[src/rtl/refseq_pkg.sv]
package refseq_pkg;

   typedef enum logic [1:0] {
      RS_IDLE  = 2'd0,
      RS_DRAIN = 2'd1,
      RS_PRE   = 2'd2,
      RS_RUN   = 2'd3
   } ref_state_e;

endpackage

[src/rtl/ref_interval_timer.sv]
module ref_interval_timer #(
   parameter int TIMER_W = 16
) (
   input  logic               clk,
   input  logic               rst_n,
   input  logic [TIMER_W-1:0] cfg_refi,
   output logic               due
);

   logic [TIMER_W-1:0] elapsed_q;
   logic [TIMER_W:0]   elapsed_p1;

   assign elapsed_p1 = {1'b0, elapsed_q} + {{TIMER_W{1'b0}}, 1'b1};
   assign due        = (elapsed_p1 >= {1'b0, cfg_refi});

   // Free running: wraps on every due point, never held by the sequence.
   always_ff @(posedge clk or negedge rst_n) begin
      if (!rst_n) begin
         elapsed_q <= '0;
      end else if (due) begin
         elapsed_q <= '0;
      end else begin
         elapsed_q <= elapsed_p1[TIMER_W-1:0];
      end
   end

endmodule

[src/rtl/bank_row_tracker.sv]
module bank_row_tracker #(
   parameter int NUM_RANKS = 2,
   parameter int NUM_BANKS = 4,
   parameter int ROW_W     = 10,
   localparam int RANK_W   = (NUM_RANKS > 1) ? $clog2(NUM_RANKS) : 1,
   localparam int BANK_W   = (NUM_BANKS > 1) ? $clog2(NUM_BANKS) : 1,
   localparam int NB       = NUM_RANKS * NUM_BANKS
) (
   input  logic              clk,
   input  logic              rst_n,
   input  logic              act_valid,
   input  logic [RANK_W-1:0] act_rank,
   input  logic [BANK_W-1:0] act_bank,
   input  logic [ROW_W-1:0]  act_row,
   input  logic              pre_valid,
   input  logic [RANK_W-1:0] pre_rank,
   input  logic [BANK_W-1:0] pre_bank,
   input  logic              close_all,
   output logic [NB-1:0]     open_mask
);

   localparam logic [ROW_W-1:0] NO_ROW = '1;

   for (genvar r = 0; r < NUM_RANKS; r++) begin : g_rank
      for (genvar b = 0; b < NUM_BANKS; b++) begin : g_bank
         localparam int IDX = r * NUM_BANKS + b;
         logic [ROW_W-1:0] row_q;
         logic             act_hit;
         logic             pre_hit;

         assign act_hit = act_valid && (act_rank == RANK_W'(r)) && (act_bank == BANK_W'(b));
         assign pre_hit = pre_valid && (pre_rank == RANK_W'(r)) && (pre_bank == BANK_W'(b));

         // close_all outranks everything; an activate outranks a single precharge
         always_ff @(posedge clk or negedge rst_n) begin
            if (!rst_n) begin
               row_q <= NO_ROW;
            end else if (close_all) begin
               row_q <= NO_ROW;
            end else if (act_hit) begin
               row_q <= act_row;
            end else if (pre_hit) begin
               row_q <= NO_ROW;
            end
         end

         assign open_mask[IDX] = (row_q != NO_ROW);
      end
   end

endmodule

[src/rtl/ref_sequencer.sv]
module ref_sequencer #(
   parameter int TIMER_W = 16
) (
   input  logic               clk,
   input  logic               rst_n,
   input  logic               due,
   input  logic               drained,
   input  logic               need_pre,
   input  logic [TIMER_W-1:0] cfg_rp,
   input  logic [TIMER_W-1:0] cfg_rfc,
   output logic               grant,
   output logic               pre_all_q,
   output logic               ref_q
);
   import refseq_pkg::*;

   ref_state_e         state_q;
   logic               owed_q;
   logic [TIMER_W-1:0] wait_q;
   logic [TIMER_W-1:0] rp_m1;
   logic [TIMER_W-1:0] rfc_m1;

   assign rp_m1  = (cfg_rp  == '0) ? '0 : cfg_rp  - 1'b1;
   assign rfc_m1 = (cfg_rfc == '0) ? '0 : cfg_rfc - 1'b1;
   assign grant  = (state_q == RS_IDLE);

   always_ff @(posedge clk or negedge rst_n) begin
      if (!rst_n) begin
         state_q   <= RS_IDLE;
         owed_q    <= 1'b0;
         wait_q    <= '0;
         pre_all_q <= 1'b0;
         ref_q     <= 1'b0;
      end else begin
         pre_all_q <= 1'b0;
         ref_q     <= 1'b0;
         case (state_q)
            RS_IDLE: begin
               if (due || owed_q) begin
                  state_q <= RS_DRAIN;
                  owed_q  <= 1'b0;
               end
            end
            RS_DRAIN: begin
               if (drained) begin
                  if (need_pre) begin
                     state_q   <= RS_PRE;
                     pre_all_q <= 1'b1;
                     wait_q    <= rp_m1;
                  end else begin
                     state_q <= RS_RUN;
                     ref_q   <= 1'b1;
                     wait_q  <= rfc_m1;
                  end
               end
            end
            RS_PRE: begin
               if (wait_q == '0) begin
                  state_q <= RS_RUN;
                  ref_q   <= 1'b1;
                  wait_q  <= rfc_m1;
               end else begin
                  wait_q <= wait_q - 1'b1;
               end
            end
            default: begin
               if (wait_q == '0) begin
                  state_q <= RS_IDLE;
               end else begin
                  wait_q <= wait_q - 1'b1;
               end
            end
         endcase
         if ((state_q != RS_IDLE) && due) begin
            owed_q <= 1'b1;
         end
      end
   end

endmodule

[src/rtl/dram_refresh_seq.sv]
module dram_refresh_seq #(
   parameter int NUM_RANKS       = 2,
   parameter int NUM_BANKS       = 4,
   parameter int ROW_W           = 10,
   parameter int TIMER_W         = 16,
   parameter int CNT_W           = 4,
   parameter bit SKIP_CLOSED_PRE = 1'b1,
   localparam int RANK_W         = (NUM_RANKS > 1) ? $clog2(NUM_RANKS) : 1,
   localparam int BANK_W         = (NUM_BANKS > 1) ? $clog2(NUM_BANKS) : 1,
   localparam int NB             = NUM_RANKS * NUM_BANKS
) (
   input  logic               clk,
   input  logic               rst_n,
   input  logic [TIMER_W-1:0] cfg_refi,
   input  logic [TIMER_W-1:0] cfg_rp,
   input  logic [TIMER_W-1:0] cfg_rfc,
   input  logic [CNT_W-1:0]   inflight,
   input  logic               act_valid,
   input  logic [RANK_W-1:0]  act_rank,
   input  logic [BANK_W-1:0]  act_bank,
   input  logic [ROW_W-1:0]   act_row,
   input  logic               pre_valid,
   input  logic [RANK_W-1:0]  pre_rank,
   input  logic [BANK_W-1:0]  pre_bank,
   output logic               issue_grant,
   output logic               pre_all,
   output logic               refresh,
   output logic [NB-1:0]      banks_open
);

   if (NUM_RANKS < 1 || NUM_BANKS < 1) begin : g_bad_geometry
      $error("dram_refresh_seq: NUM_RANKS and NUM_BANKS must be at least 1");
   end
   if (ROW_W < 2) begin : g_bad_row
      $error("dram_refresh_seq: ROW_W must be at least 2");
   end
   if (TIMER_W < 2 || CNT_W < 1) begin : g_bad_counts
      $error("dram_refresh_seq: TIMER_W must be at least 2 and CNT_W at least 1");
   end

   logic due;
   logic drained;
   logic need_pre;
   logic opening_now;

   assign drained     = (inflight == '0);
   assign opening_now = act_valid && (act_row != '1);

   // Variant choice: skip the precharge when nothing is open, or always send it.
   if (SKIP_CLOSED_PRE) begin : g_skip_closed
      assign need_pre = (|banks_open) || opening_now;
   end else begin : g_always_pre
      assign need_pre = 1'b1;
   end

   ref_interval_timer #(.TIMER_W(TIMER_W)) i_timer (
      .clk      (clk),
      .rst_n    (rst_n),
      .cfg_refi (cfg_refi),
      .due      (due)
   );

   bank_row_tracker #(
      .NUM_RANKS (NUM_RANKS),
      .NUM_BANKS (NUM_BANKS),
      .ROW_W     (ROW_W)
   ) i_tracker (
      .clk       (clk),
      .rst_n     (rst_n),
      .act_valid (act_valid),
      .act_rank  (act_rank),
      .act_bank  (act_bank),
      .act_row   (act_row),
      .pre_valid (pre_valid),
      .pre_rank  (pre_rank),
      .pre_bank  (pre_bank),
      .close_all (pre_all),
      .open_mask (banks_open)
   );

   ref_sequencer #(.TIMER_W(TIMER_W)) i_seq (
      .clk       (clk),
      .rst_n     (rst_n),
      .due       (due),
      .drained   (drained),
      .need_pre  (need_pre),
      .cfg_rp    (cfg_rp),
      .cfg_rfc   (cfg_rfc),
      .grant     (issue_grant),
      .pre_all_q (pre_all),
      .ref_q     (refresh)
   );

endmodule

[config.mk]
export PLATFORM = sky130hd
export DESIGN_NAME = dram_refresh_seq
export DESIGN_NICKNAME = d
export VERILOG_FILES = /design/src/rtl/refseq_pkg.sv /design/src/rtl/ref_interval_timer.sv /design/src/rtl/bank_row_tracker.sv /design/src/rtl/ref_sequencer.sv /design/src/rtl/dram_refresh_seq.sv
export SDC_FILE = /design/constraint.sdc
export NUM_CORES = 1
export LEC_CHECK = 0
export ABC_AREA = 1
export BUFFER_PORTS_ARGS = -buffer_cell sky130_fd_sc_hd__buf_2
export CAP_MARGIN = 20
export CORE_MARGIN = 4
export CORE_UTILIZATION = 30
export DETAILED_ROUTE_END_ITERATION = 10
export PLACE_DENSITY = 0.5
export SKIP_CTS_REPAIR_TIMING = 1
export SYNTH_ARGS = -nofsm -noshare
export SYNTH_HDL_FRONTEND = slang
export SYNTH_SLANG_ARGS = --single-unit
[constraint.sdc]
create_clock -name clk -period 2.71 [get_ports clk]
set_clock_uncertainty 0.2 [all_clocks]
set_input_delay 0 -clock clk [delete_from_list [all_inputs] [get_ports clk]]
set_output_delay 0 -clock clk [all_outputs]
set_load 0.1 [all_outputs]
# ---- Word level (Yosys, flattened, before mapping)
# Cells that the tools add are included.
dict set report totals {
  reg_bits 117
  in_bits 72
  out_inout_bits 11
  wordCells 138
}
dict set report op_classes {
  add_sub_neg 4
  magnitude_cmp 1
  eq_ne 21
  muxes 48
  bitwise_logic 3
  n_reduce_logical 47
}
# op n
set ops {}
lappend ops {{10-bit 2-to-1 mux} 24}
lappend ops {{16-bit 2-to-1 mux} 7}
lappend ops {{10-bit != test, second input constant} 9}
lappend ops {{16-bit logical NOT} 3}
lappend ops {{16-bit case mux with 3 select lines} 1}
lappend ops {{16-bit by 1-bit subtractor with 16-bit output, second input constant} 3}
lappend ops {{3-bit nonzero test} 9}
lappend ops {{1-bit logical AND} 22}
lappend ops {{16-bit by 1-bit adder with 17-bit output, second input constant} 1}
lappend ops {{17-bit by 16-bit greater-or-equal comparator with 1-bit output} 1}
lappend ops {{2-bit equality test, second input constant} 5}
lappend ops {{1-bit 2-to-1 mux} 10}
lappend ops {{2-bit 2-to-1 mux} 4}
lappend ops {{8-bit OR reduction} 1}
lappend ops {{2-bit by 1-bit equality test with 1-bit output, second input constant} 3}
lappend ops {{2-bit logical NOT} 3}
lappend ops {{2-bit case mux with 3 select lines} 1}
lappend ops {{2-bit nonzero test} 3}
lappend ops {{4-bit logical NOT} 1}
lappend ops {{2-bit by 1-bit != test with 1-bit output, second input constant} 2}
lappend ops {{4-bit AND reduction} 1}
lappend ops {{3-bit != test, second input constant} 1}
lappend ops {{1-bit NOT} 3}
lappend ops {{3-bit AND reduction} 1}
lappend ops {{4 further kinds} 5}

# ---- Depth between registers and ports, before layout
# Gate-level depths: netlist of run 1.
dict set report depth {
  word_depth 6
  ltp_mapped 24
  ltp_nobuf 24
}

# ---- Cells and area by module
# Synthesis of run 1 repeated with hierarchy kept, for this count alone.
dict set report unflattened {
  cells_unflattened 1187
  hier_area_um2 8279.2
}
# mod instances cells_per_inst area_per_inst_um2 seq_area_each_um2
set modules_own_cells {}
lappend modules_own_cells {bank_row_tracker 1 550 4234.1 2102.0}
lappend modules_own_cells {ref_sequencer 1 437 2573.7 525.5}
lappend modules_own_cells {ref_interval_timer 1 181 1387.6 400.4}
lappend modules_own_cells {dram_refresh_seq 1 19 83.8 0.0}

# ---- Least setup slack after synthesis of run 1
# OpenSTA, ideal clock, no wires.
dict set report synth_path {
  path_kind {flip-flop to flip-flop}
  from {register i_timer.elapsed_q[0]}
  to {register i_timer.elapsed_q[8]}
  setup_ns 0.125
  arrival_ns 2.503
  t_required_ns 2.385
  slack_ns -0.119
  path_stages_with_launch 23
  path_buffers 1
  period_less_slack_ns 2.829
  cell_sequence {dfrtp_1 ha_1 nand2_1 inv_2 nand3_1 inv_2 nand3_1 nor2_1 nand2_1 nor2_1 or2_1 inv_1 ha_1 nand2_1 nor2_1 nand2_1 nand2_1 nand2_1 nand2_1 nand2_1 nand2_1 buf_2 nor2_1}
}
dict set report synth_between {
  elab_chain_len 3
}
# item line
set synth_lines {}
lappend synth_lines {{start, declared} ref_interval_timer.sv:10} ;# logic [TIMER_W-1:0] elapsed_q;
lappend synth_lines {{start signal, assigned} ref_interval_timer.sv:23} ;# elapsed_q <= elapsed_p1[TIMER_W-1:0];
lappend synth_lines {{16-bit by 1-bit adder with 17-bit output (*)} ref_interval_timer.sv:13} ;# assign elapsed_p1 = {1'b0, elapsed_q} + {{TIMER_W{1'b0}}, 1'b1};
lappend synth_lines {{17-bit by 16-bit greater-or-equal comparator with 1-bit output} ref_interval_timer.sv:14} ;# assign due = (elapsed_p1 >= {1'b0, cfg_refi});
lappend synth_lines {{16-bit 2-to-1 mux (*)} ref_interval_timer.sv:20} ;# end else if (due) begin
# Every way passes the cells marked *; elsewhere a longest branch is shown, timed or not.
# A chain may end at the register's enable or synchronous reset.

# ---- Final worst setup path of run 1
dict set report layout_path {
  from {register i_timer.elapsed_q[0]}
  to {register i_seq.state_q[1]}
}
dict set report layout_between {
  elab_chain_len 5
}
# item line
set layout_lines {}
lappend layout_lines {{16-bit by 1-bit adder with 17-bit output} ref_interval_timer.sv:13}
lappend layout_lines {{17-bit by 16-bit greater-or-equal comparator with 1-bit output} ref_interval_timer.sv:14}
lappend layout_lines {{1-bit logical OR} ref_sequencer.sv:39} ;# if (due || owed_q) begin
lappend layout_lines {{2-bit by 1-bit != test with 1-bit output (no line)} -}
lappend layout_lines {{4-bit AND reduction (no line)} -}
lappend layout_lines {{end signal, assigned} ref_sequencer.sv:40} ;# state_q <= RS_DRAIN;
lappend layout_lines {{end signal, assigned} ref_sequencer.sv:47} ;# state_q <= RS_PRE;
lappend layout_lines {{end signal, assigned} ref_sequencer.sv:51} ;# state_q <= RS_RUN;
lappend layout_lines {{end, declared} ref_sequencer.sv:17} ;# ref_state_e state_q;
# Every way passes these cells.

==> reports/results.txt, run 1 <==
CTS Buf Count -> 17
Post-DP HPWL -> 17,800 microns
Power per cell area -> 823 nW/um^2
Clock Path Buffers -> 2
Fin crit period -> 2.84 ns
Clk_lat worst skew -> 0.42 ns
Final Util -> 39.1%
Die height -> 171 microns
Seq cells post-synth -> 117
Placer Congestion -> 0.861
Initial DRT Pass Iterations -> 5
Fraction of layout cells with a size suffix above 1 -> 24.8%
DRC violations left -> 0
Die W -> 171 microns
Via density -> 4.73
Die area -> 29,300 sq um
CP Launch Type -> flop
Final worst slack -> -0.129 ns
Post-synth EDFFs -> 0
CP Capture Type -> flop
Setup total negative slack -> -1.27 ns
WL/cell -> 14.9 microns
CTS Root Cell -> clkbuf_16
Peak supply drop -> 0.492 mV
Vias in the first global route -> 7,196
Setup violators final -> 19
Non-filler instance count after layout -> 1,611
Status -> complete, but fails checks
Worst R2R Start -> i_timer.elapsed_q[0]
# port buffers -> 82
Nets@finish -> 1,362
# rows -> 59
GRT overflow -> 0
Sequential share of the synthesized area -> 37.9%
Antenna diodes -> 0
Hold WC Path Type -> primary input to flop
Vias -> 7,627
Start point of the critical path -> i_timer.elapsed_q[0]
CTS sink count -> 117
CTS tree -> built
Peak Freq -> 0.352 GHz
Area delta synth->final -> 28.1%
Worst EP required -> 2.86 ns
Post-Syn Area -> 7990 sq um
Ports -> 83
Crit share post-route -> 105%
Clk slew on worst S/H paths -> 0.06 ns
Main synth FF type -> dfstp_2
Placed cells -> 1,535
Worst hold slack -> -0.0356 ns
Max transition margin -> 53.8%
Ys Warns -> 0
Post-synthesis cell type count -> 47
Min-delay src -> cfg_rfc[0]
Iter 0 DRT Violations -> 485
Final-report max-slew violation count -> 0
Leak -> 5.04 nW
Crit-path max FO -> 3
Data arrival, critical path -> 2.99 ns
Syn Area/Cell -> 7.26 sq um
Post-Route WL -> 24,000 microns
Initial Util -> 30.6%
Tot GR Track Use -> 16.0%
Synth async-reset ratio -> 100%
Largest net degree at the start of global routing -> 48
H-tree depth -> 4
Unrepaired setup endpoints after global routing -> true
Endpoints failing hold -> 12
Crit path kind -> flop to flop
Post-Syn Nets -> 1,199
First-pass GRT wire length -> 37,200 microns
Worst-Margin Slew -> 0.689 ns
Total of max-cap violations -> 0
Initial antenna violation count -> 0
ANT nets after route -> 0
Syn Inst Count -> 1,100
Failing checks -> negative hold slack, negative setup slack
Core area -> 26,100 sq um
## flip-flops by register name, summed over array words and instances (netlist names)
signal	flops
i_seq.owed_q	1
i_seq.pre_all_q	1
i_seq.ref_q	1
i_seq.state_q	2
i_seq.wait_q	16
i_timer.elapsed_q	16
i_tracker.g_rank.g_bank.row_q	80
## cells in the final DEF (no fill, tap or decap), types with 25 or more instances in the layout
cell type,synthesis,final
xor2_1,30,27
buf_4,3,37
nor2_1,199,193
o32a_1,38,38
dfrtp_1,37,37
nand3_1,55,53
nand2_1,250,245
dlygate4sd3_1,0,43
ha_1,27,25
buf_2,3,81
a21oi_1,47,46
dfstp_2,80,80
inv_1,140,138
nor3_1,30,27
## per-stage QoR
stage	setup slack [ns]	power (mW)	area [sq um]
4_1_cts	-0.226	8.39	9680
3_3_place_gp	-0.150	5.94	9050
3_5_place_dp	-0.204	5.97	9050
6_report	-0.129	8.42	10200
2_1_floorplan	-0.0732	5.06	8010
5_1_grt	-0.391	9.02	10200
## worst max-delay path: stages (launching register included)
cell	delay [ns]
dfrtp_1	0.35
ha_2	0.19
nand2_2	0.06
inv_2	0.07
nand3_4	0.07
inv_4	0.07
nand3_4	0.07
nor2_4	0.11
nand2_2	0.08
nand2_1	0.06
inv_1	0.03
or2_1	0.24
inv_2	0.08
ha_4	0.20
nand2_1	0.08
nor2_1	0.06
nand4_1	0.07
nand2_1	0.07
a31oi_2	0.19
nand4_1	0.18
nand2_1	0.13
nand2_1	0.05
nand2_1	0.06
## final timing paths
path	endpoint	slack, ns	cells after the start
max	i_seq.state_q[1]	-0.13	22
min	i_seq.wait_q[0]	-0.04	8
max reg2reg	i_seq.state_q[1]	-0.13	22
min reg2reg	i_tracker.g_rank[0].g_bank[3].row_q[8]	0.26	2
max in group asynchronous	i_tracker.g_rank[0].g_bank[3].row_q[5]	1.64	3
min in group asynchronous	i_timer.elapsed_q[2]	-0.03	2
## area by class of cell
type | count | area (sq um)
Clock buffer | 19 | 453
Tap cell | 335 | 419
Timing Repair Buffer | 163 | 1150
Fill cell | 2765 | 15900
Clock inverter | 13 | 171
Multi-Input combinational cell | 809 | 4420
Inverter | 155 | 584
Sequential cell | 117 | 3030
## power by group
part | internal (mW) | switching, mW
clock network | 1.51 | 0.876
logic | 1.23 | 2.18
registers | 2.29 | 0.340
total | 5.03 | 3.39
## logic make-up after synthesis
family,after synthesis,share of synthesized area [%]
buf+inv,174,8.37
flops,117,37.9
fa+ha+maj,27,4.23
compound gates,135,11.9
simple gates,613,33.9
xor+xnor,34,3.73
## synth_stat cells, drive strengths merged, types with 2 or more instances
library cell,instances,area (sq um)
nand3,58,313
nor2,213,858
clkbuf,4,15.0
and3,3,18.8
xor2,30,263
o32a,38,380
dfstp,80,2100
o21ai,17,85.1
or2,16,100
xnor2,4,35.0
nor3,37,220
dfrtp,37,926
a22oi,6,45.0
nor4,2,12.5
nand3b,17,131
buf,15,71.3
a21oi,52,279
nand4,13,81.3
o211ai,2,28.8
ha,27,338
inv,154,578
a31oi,14,87.6
o21a,2,15.0
nand2,252,956
a21o,2,15.0
## layer usage
metal,routed length [microns],up-vias,global-route usage (%)
met4,339,0,4.24
met1,11300,3552,21.9
li1,-,3901,-
met2,11600,144,26.3
met5,0,-,0
met3,746,30,2.54
Power figures use the tool's default switching activity.
==> run 2, diff against run 1 <==
==> constraint.sdc (replaced) <==
create_clock -name clk -period 2.71 [get_ports clk]
set_clock_uncertainty 0.2 [all_clocks]
set_input_delay 0.1355 -clock clk [delete_from_list [all_inputs] [get_ports clk]]
set_output_delay 0.1355 -clock clk [all_outputs]
set_load 0.1 [all_outputs]
==> reports/results.txt, run 2 (synthesis gave the netlist of run 1 again) <==
Final-report max-slew violation count -> 0 (unchanged)
Psw -> 3.37 mW (-0.75%)
Ports -> 83 (unchanged)
Worst-Margin Slew -> 0.752 ns (+0.0636 ns)
Vias -> 7,569 (-0.76%)
Placed cells -> 1,533 (-0.13%)
Antenna diodes -> 0 (unchanged)
Cell Chain, Critical Path -> ha_2 > nand2_2 > inv_2 > nand3_2 > buf_4 > o21ai_2 > inv_1 > ha_1 > nand2_1 > a21oi_1 > nor2_1 > nand3_2 > nand2_1 > nand2_1 > nand2_1 > nand2_1 > nand2_2 > nand4_1 > nand2_1 > nand2_1 > nand2_1
Largest net degree at the start of global routing -> 44 (-8.3%)
Most common cell after layout, fill and taps aside -> nand2_1
Initial DRT Pass Iterations -> 6 (+1)
Clk_lat worst skew -> 0.42 ns (about the same)
Leak -> 4.93 nW (-2.1%)
Worst EP required -> 2.86 ns (about the same)
Internal -> 4.89 mW (-2.8%)
CTS Root Cell -> clkbuf_16
Core area -> 26,100 sq um (unchanged)
Crit path kind -> flop to flop
Max FFs per register -> 80 (unchanged)
Post-Route WL -> 23,500 microns (-2.1%)
Comb pwr share -> 40.5% (about the same)
Reg power frac -> 31.9% (+0.7 points)
Die area -> 29,300 sq um (unchanged)
Nets@finish -> 1,333 (-2.1%)
Non-filler instance count after layout -> 1,582 (-1.8%)
CP Launch Type -> flop
CP most frequent cell -> nand2_1
Biggest register -> i_tracker.g_rank.g_bank.row_q
Failing checks -> negative hold slack, negative setup slack
First-pass GRT wire length -> 37,300 microns (+0.37%)
Fin crit period -> 2.80 ns (-0.0344 ns)
Final Util -> 38.1% (-1.0 points)
CP Capture Type -> flop
Clk slew on worst S/H paths -> 0.06 ns (about the same)
Max transition margin -> 49.6% (-4.3 points)
DRC violations left -> 0 (unchanged)
# port buffers -> 82 (unchanged)
Die W -> 171 microns (unchanged)
Multi-input gate area -> 4460 sq um (+0.93%)
Setup violators final -> 18 (-1)
Initial Util -> 30.6% (unchanged)
Peak Freq -> 0.357 GHz (+1.2%)
Vias in the first global route -> 7,126 (-0.97%)
Via density -> 4.78 (+1.1%)
Clock Path Buffers -> 2 (unchanged)
Most frequent cells in the layout -> 244 x nand2_1, 191 x nor2_1, 137 x inv_1, 81 x buf_2, 80 x dfstp_2
Switching Share -> 40.8% (+0.51 points)
Status -> complete, but fails checks
Area delta synth->final -> 24.7%
Placer Congestion -> 0.850 (-1.2%)
Iter 0 DRT Violations -> 554 (+14%)
CTS tree -> built
GRT overflow -> 0 (unchanged)
Endpoints failing hold -> 5 (-7)
Pwr Total -> 8.25 mW (-2.0%)
Initial antenna violation count -> 0 (unchanged)
CTS Buf Count -> 17 (unchanged)
Peak supply drop -> 0.580 mV (+18%)
ANT nets after route -> 0 (unchanged)
Layout fillers -> 2,799 (+1.2%)
WL/cell -> 14.9 microns (-0.31%)
H-tree depth -> 4 (unchanged)
Post-route cell area -> 9960 sq um (-2.7%)
Final worst slack -> -0.0947 ns (+0.0344 ns)
CP delay by family, top -> simple AND/OR/NAND/NOR gates
Clock Power Share -> 27.6% (-0.7 points)
Critical Path Max Stage Delay -> 0.35 ns (about the same)
Worst hold slack -> -0.0258 ns (+0.00979 ns)
FF/Latch Area -> 3030 sq um (unchanged)
Tot GR Track Use -> 16.0% (+0.035 points)
Post-DP HPWL -> 17,700 microns (-0.56%)
Placed inst area -> 9050 sq um (about the same)
# rows -> 59 (unchanged)
Buf/Inv on CP -> 3 (-1)
Hold WC Path Type -> primary input to flop
Die height -> 171 microns (unchanged)
Fraction of layout cells with a size suffix above 1 -> 26.3% (+1.5 points)
Crit-path max FO -> 3 (unchanged)
Power per cell area -> 829 nW/um^2 (+0.68%)
Crit share post-route -> 103% (-1.3 points)
Unrepaired setup endpoints after global routing -> true
Top Registers -> i_tracker.g_rank.g_bank.row_q x80, i_seq.wait_q x16, i_timer.elapsed_q x16
Total of max-cap violations -> 0 (unchanged)
Data arrival, critical path -> 2.96 ns (-0.03 ns)
CTS sink count -> 117 (unchanged)
Cell at the slowest stage of the critical path -> dfrtp_1
-- run 2: changes by cell type in the layout (fill, tap and decap cells not counted), sizes merged --
cell and change:
bufinv -1, buf +3, inv +1, clkinvlp -1, dlygate4sd3 -32, clkinv +1
-- run 2: metal layers --
| layer | up-vias | global-route usage, % | wire [microns] | share of wire, % |
|---|---|---|---|---|
| li1 | 3849 | - | - | - |
| met1 | 3542 | 22.3 | 11100 | 47 |
| met2 | 155 | 26.1 | 11300 | 48 |
| met3 | 23 | 2.24 | 869 | 3.7 |
| met4 | 0 | 4.34 | 318 | 1.4 |
| met5 | - | 0 | 0 | 0 |
-- run 2: per-stage QoR --
stage / setup TNS, ns / setup WS [ns] / hold WS [ns]
5_1_grt: -5.42 / -0.399 / 0.00946
3_3_place_gp: -2.38 / -0.152 / -0.00562
3_5_place_dp: -3.20 / -0.234 / 0.00116
2_1_floorplan: -0.573 / -0.0732 / -0.360
4_1_cts: -3.68 / -0.263 / -0.450
6_report: -0.590 / -0.0947 / -0.0258
-- run 2: cell type report --
type / count / share of cell area, %
multi-input cells: 809 / 44.8
flip-flops and latches: 117 / 30.4
repair buffers: 134 / 8.72
inverters: 155 / 5.84
clock buffers: 19 / 4.56
well taps: 335 / 4.21
clock inverters: 13 / 1.46
-- run 2: final timing paths --
path	startpoint	to	slack, ns	depth (start not counted)
worst max register to register	i_timer.elapsed_q[1]	i_seq.state_q[1]	-0.09	21
max in group asynchronous	rst_n	i_tracker.g_rank[1].g_bank[3].row_q[7]	1.54	3
worst min register to register	i_tracker.g_rank[1].g_bank[3].row_q[7]	i_tracker.g_rank[1].g_bank[3].row_q[7]	0.26	2
worst max-delay path	i_timer.elapsed_q[1]	i_seq.state_q[1]	-0.09	21
min in group asynchronous	rst_n	i_seq.wait_q[14]	0.10	2
worst min-delay path	cfg_rfc[11]	i_seq.wait_q[11]	-0.03	6
-- run 2: power groups by stage --
stage,Combinational [mW],Sequential [mW],Clock (mW)
global placement,3.26,2.64,0
finish,3.34,2.63,2.28
CTS,3.28,2.63,2.34
detailed placement,3.27,2.65,0
global route,3.76,2.69,2.42
floorplan,2.50,2.56,0
-- run 2: worst reg2reg max path: stages (launching register included) --
cell,delay [ns]
dfrtp_1,0.35
ha_2,0.19
nand2_2,0.06
inv_2,0.06
nand3_2,0.07
buf_4,0.15
o21ai_2,0.18
inv_1,0.07
ha_1,0.28
nand2_1,0.13
a21oi_1,0.06
nor2_1,0.13
nand3_2,0.10
nand2_1,0.06
nand2_1,0.05
nand2_1,0.06
nand2_1,0.06
nand2_2,0.07
nand4_1,0.16
nand2_1,0.13
nand2_1,0.05
nand2_1,0.07
==> run 3, diff against run 2 <==
- PLACE_DENSITY: 0.5 -> 0.48
- REMOVE_ABC_BUFFERS: unset -> 1
- clock period: 2.71 -> 2.65 ns (I/O delays scaled with it)
==> reports/results.txt, run 3 (synthesis gave the netlist of run 1 again) <==
CTS sink count -> 117 (unchanged)
Start point of the critical path -> i_timer.elapsed_q[0]
Max FFs per register -> 80 (unchanged)
Die height -> 171 microns (unchanged)
Final-report max-slew violation count -> 0 (unchanged)
Post-route cell area -> 9980 sq um (+0.24%)
Vias -> 7,592 (+0.30%)
Top Registers -> i_tracker.g_rank.g_bank.row_q x80, i_seq.wait_q x16, i_timer.elapsed_q x16
Die W -> 171 microns (unchanged)
Hold WC Path Type -> primary input to flop
Clk_lat worst skew -> 0.43 ns (about the same)
Max transition margin -> 50.8% (+1.2 points)
Antenna diodes -> 0 (unchanged)
Via density -> 4.77 (-0.20%)
Post-DP HPWL -> 17,900 microns (+1.6%)
DRC violations left -> 0 (unchanged)
Pwr Total -> 8.51 mW (+3.2%)
RR Endpoint -> i_timer.elapsed_q[2]
Crit path kind -> flop to flop
Peak Freq -> 0.350 GHz (-1.8%)
Failing checks -> negative hold slack, negative setup slack
Status -> complete, but fails checks
Iter 0 DRT Violations -> 504 (-9.0%)
Post-Route WL -> 24,100 microns (+2.5%)
Power per cell area -> 853 nW/um^2 (+2.9%)
Ports -> 83 (unchanged)
# rows -> 59 (unchanged)
First-pass GRT wire length -> 38,400 microns (+3.0%)
Non-filler instance count after layout -> 1,590 (+0.51%)
Core area -> 26,100 sq um (unchanged)
Placed cells -> 1,539 (+0.39%)
Area delta synth->final -> 25.0%
Most frequent cells in the layout -> 245 x nand2_1, 192 x nor2_1, 137 x inv_1, 81 x buf_2, 80 x dfstp_2
Largest net degree at the start of global routing -> 65 (+48%)
Biggest register -> i_tracker.g_rank.g_bank.row_q
Setup violators final -> 19 (+1)
Tot GR Track Use -> 16.6% (+0.56 points)
CTS Root Cell -> clkbuf_16
Most common cell after layout, fill and taps aside -> nand2_1
WL/cell -> 15.2 microns (+2.0%)
Peak supply drop -> 0.391 mV (-33%)
Worst hold slack -> -0.0286 ns (-0.00274 ns)
Data arrival, critical path -> 2.99 ns (+0.03 ns)
Unrepaired setup endpoints after global routing -> true
CP Capture Type -> flop
Endpoints failing hold -> 6 (+1)
Placer Congestion -> 0.873 (+2.6%)
R2R cell count -> 21 (unchanged)
Placed inst area -> 9050 sq um (unchanged)
Nets@finish -> 1,341 (+0.60%)
CTS tree -> built
Crit share post-route -> 108% (+4.3 points)
Initial Util -> 30.6% (unchanged)
Final worst slack -> -0.205 ns (-0.111 ns)
ANT nets after route -> 0 (unchanged)
CP Launch Type -> flop
Final Util -> 38.2% (+0.091 points)
Leak -> 4.94 nW (+0.26%)
Min-delay src -> cfg_rfc[6]
Setup total negative slack -> -3.02 ns (-2.43 ns)
GRT overflow -> 0 (unchanged)
Clock Path Buffers -> 2 (unchanged)
Initial antenna violation count -> 0 (unchanged)
Setup crit end -> i_timer.elapsed_q[2]
R2R setup slack -> -0.21 ns (-0.11 ns)
Clk slew on worst S/H paths -> 0.06 ns (about the same)
Worst R2R Start -> i_timer.elapsed_q[0]
Worst-Margin Slew -> 0.735 ns (-0.0174 ns)
Die area -> 29,300 sq um (unchanged)
CTS Buf Count -> 17 (unchanged)
Total of max-cap violations -> 0 (unchanged)
Fraction of layout cells with a size suffix above 1 -> 26.4% (+0.071 points)
H-tree depth -> 4 (unchanged)
Fin crit period -> 2.86 ns (+0.0508 ns)
Initial DRT Pass Iterations -> 5 (-1)
Vias in the first global route -> 7,333 (+2.9%)
# port buffers -> 82 (unchanged)
Worst EP required -> 2.78 ns (-0.08 ns)
Crit-path max FO -> 7 (+4)
[run 3: changes by cell type in the layout (fill, tap and decap cells not counted), moves of 2 or more]
cell        previous run  this run
buf_12                 3         1
buf_4                 39        47
buf_6                  0         2
clkinv_2               2         0
clkinv_4               4         1
clkinvlp_4             1         4
inv_6                  3         5
inv_8                  0         2
nand3_2                5         3
nor3_1                27        29
[run 3: how the worst min path moves through the flow]
stage / end / cells past startpoint
floorplan: i_seq.owed_q / 0
global placement: i_tracker.g_rank[0].g_bank[1].row_q[5] / 1
detailed placement: i_tracker.g_rank[0].g_bank[1].row_q[5] / 1
CTS: i_tracker.g_rank[0].g_bank[1].row_q[5] / 1
global route: i_tracker.g_rank[0].g_bank[2].row_q[0] / 4
finish: i_seq.wait_q[6] / 6
[run 3: worst max-delay path, cell delays in order, from the launching register on]
cell and delay [ns]:
dfrtp_1 0.35, ha_2 0.19, nand2_2 0.06, inv_2 0.07, nand3_2 0.08, inv_2 0.09
nand3_4 0.09, nor2_4 0.13, nand2_2 0.07, nand2_1 0.06, inv_1 0.03, or2_1 0.23
inv_2 0.07, ha_4 0.19, nand2_1 0.08, nor2_2 0.05, nand4_1 0.06, nand2_1 0.06
a31oi_2 0.18, nand2_1 0.14, buf_6 0.16, nor3_1 0.13
[run 3: cell type report]
class,count,area (sq um)
clock inverter,14,165
multi-input combinational,809,4450
clock buffer,18,429
tap,335,419
fill,2802,16200
timing repair buffer,142,911
sequential,117,3030
inverter,155,582
[run 3: per-layer routing]
layer,wire length (microns),vias to the layer above,global-route usage (%)
li1,-,3856,-
met1,11600,3579,23.3
met2,11300,130,26.2
met3,803,27,2.33
met4,423,0,5.51
met5,0,-,0
[run 3: where the power goes]
| group | internal, mW | leakage [nW] | switching, mW |
|---|---|---|---|
| sequential | 2.34 | 1.32 | 0.344 |
| combinational | 1.22 | 3.35 | 2.23 |
| clock | 1.41 | 0.278 | 0.965 |
[run 3: through the flow]
stage	worst slack [ns]	hold WS, ns
floorplan	-0.308	-0.363
global placement	-0.287	-0.0608
detailed placement	-0.353	-0.0616
CTS	-0.368	-0.527
global route	-0.445	0.00982
finish	-0.205	-0.0286
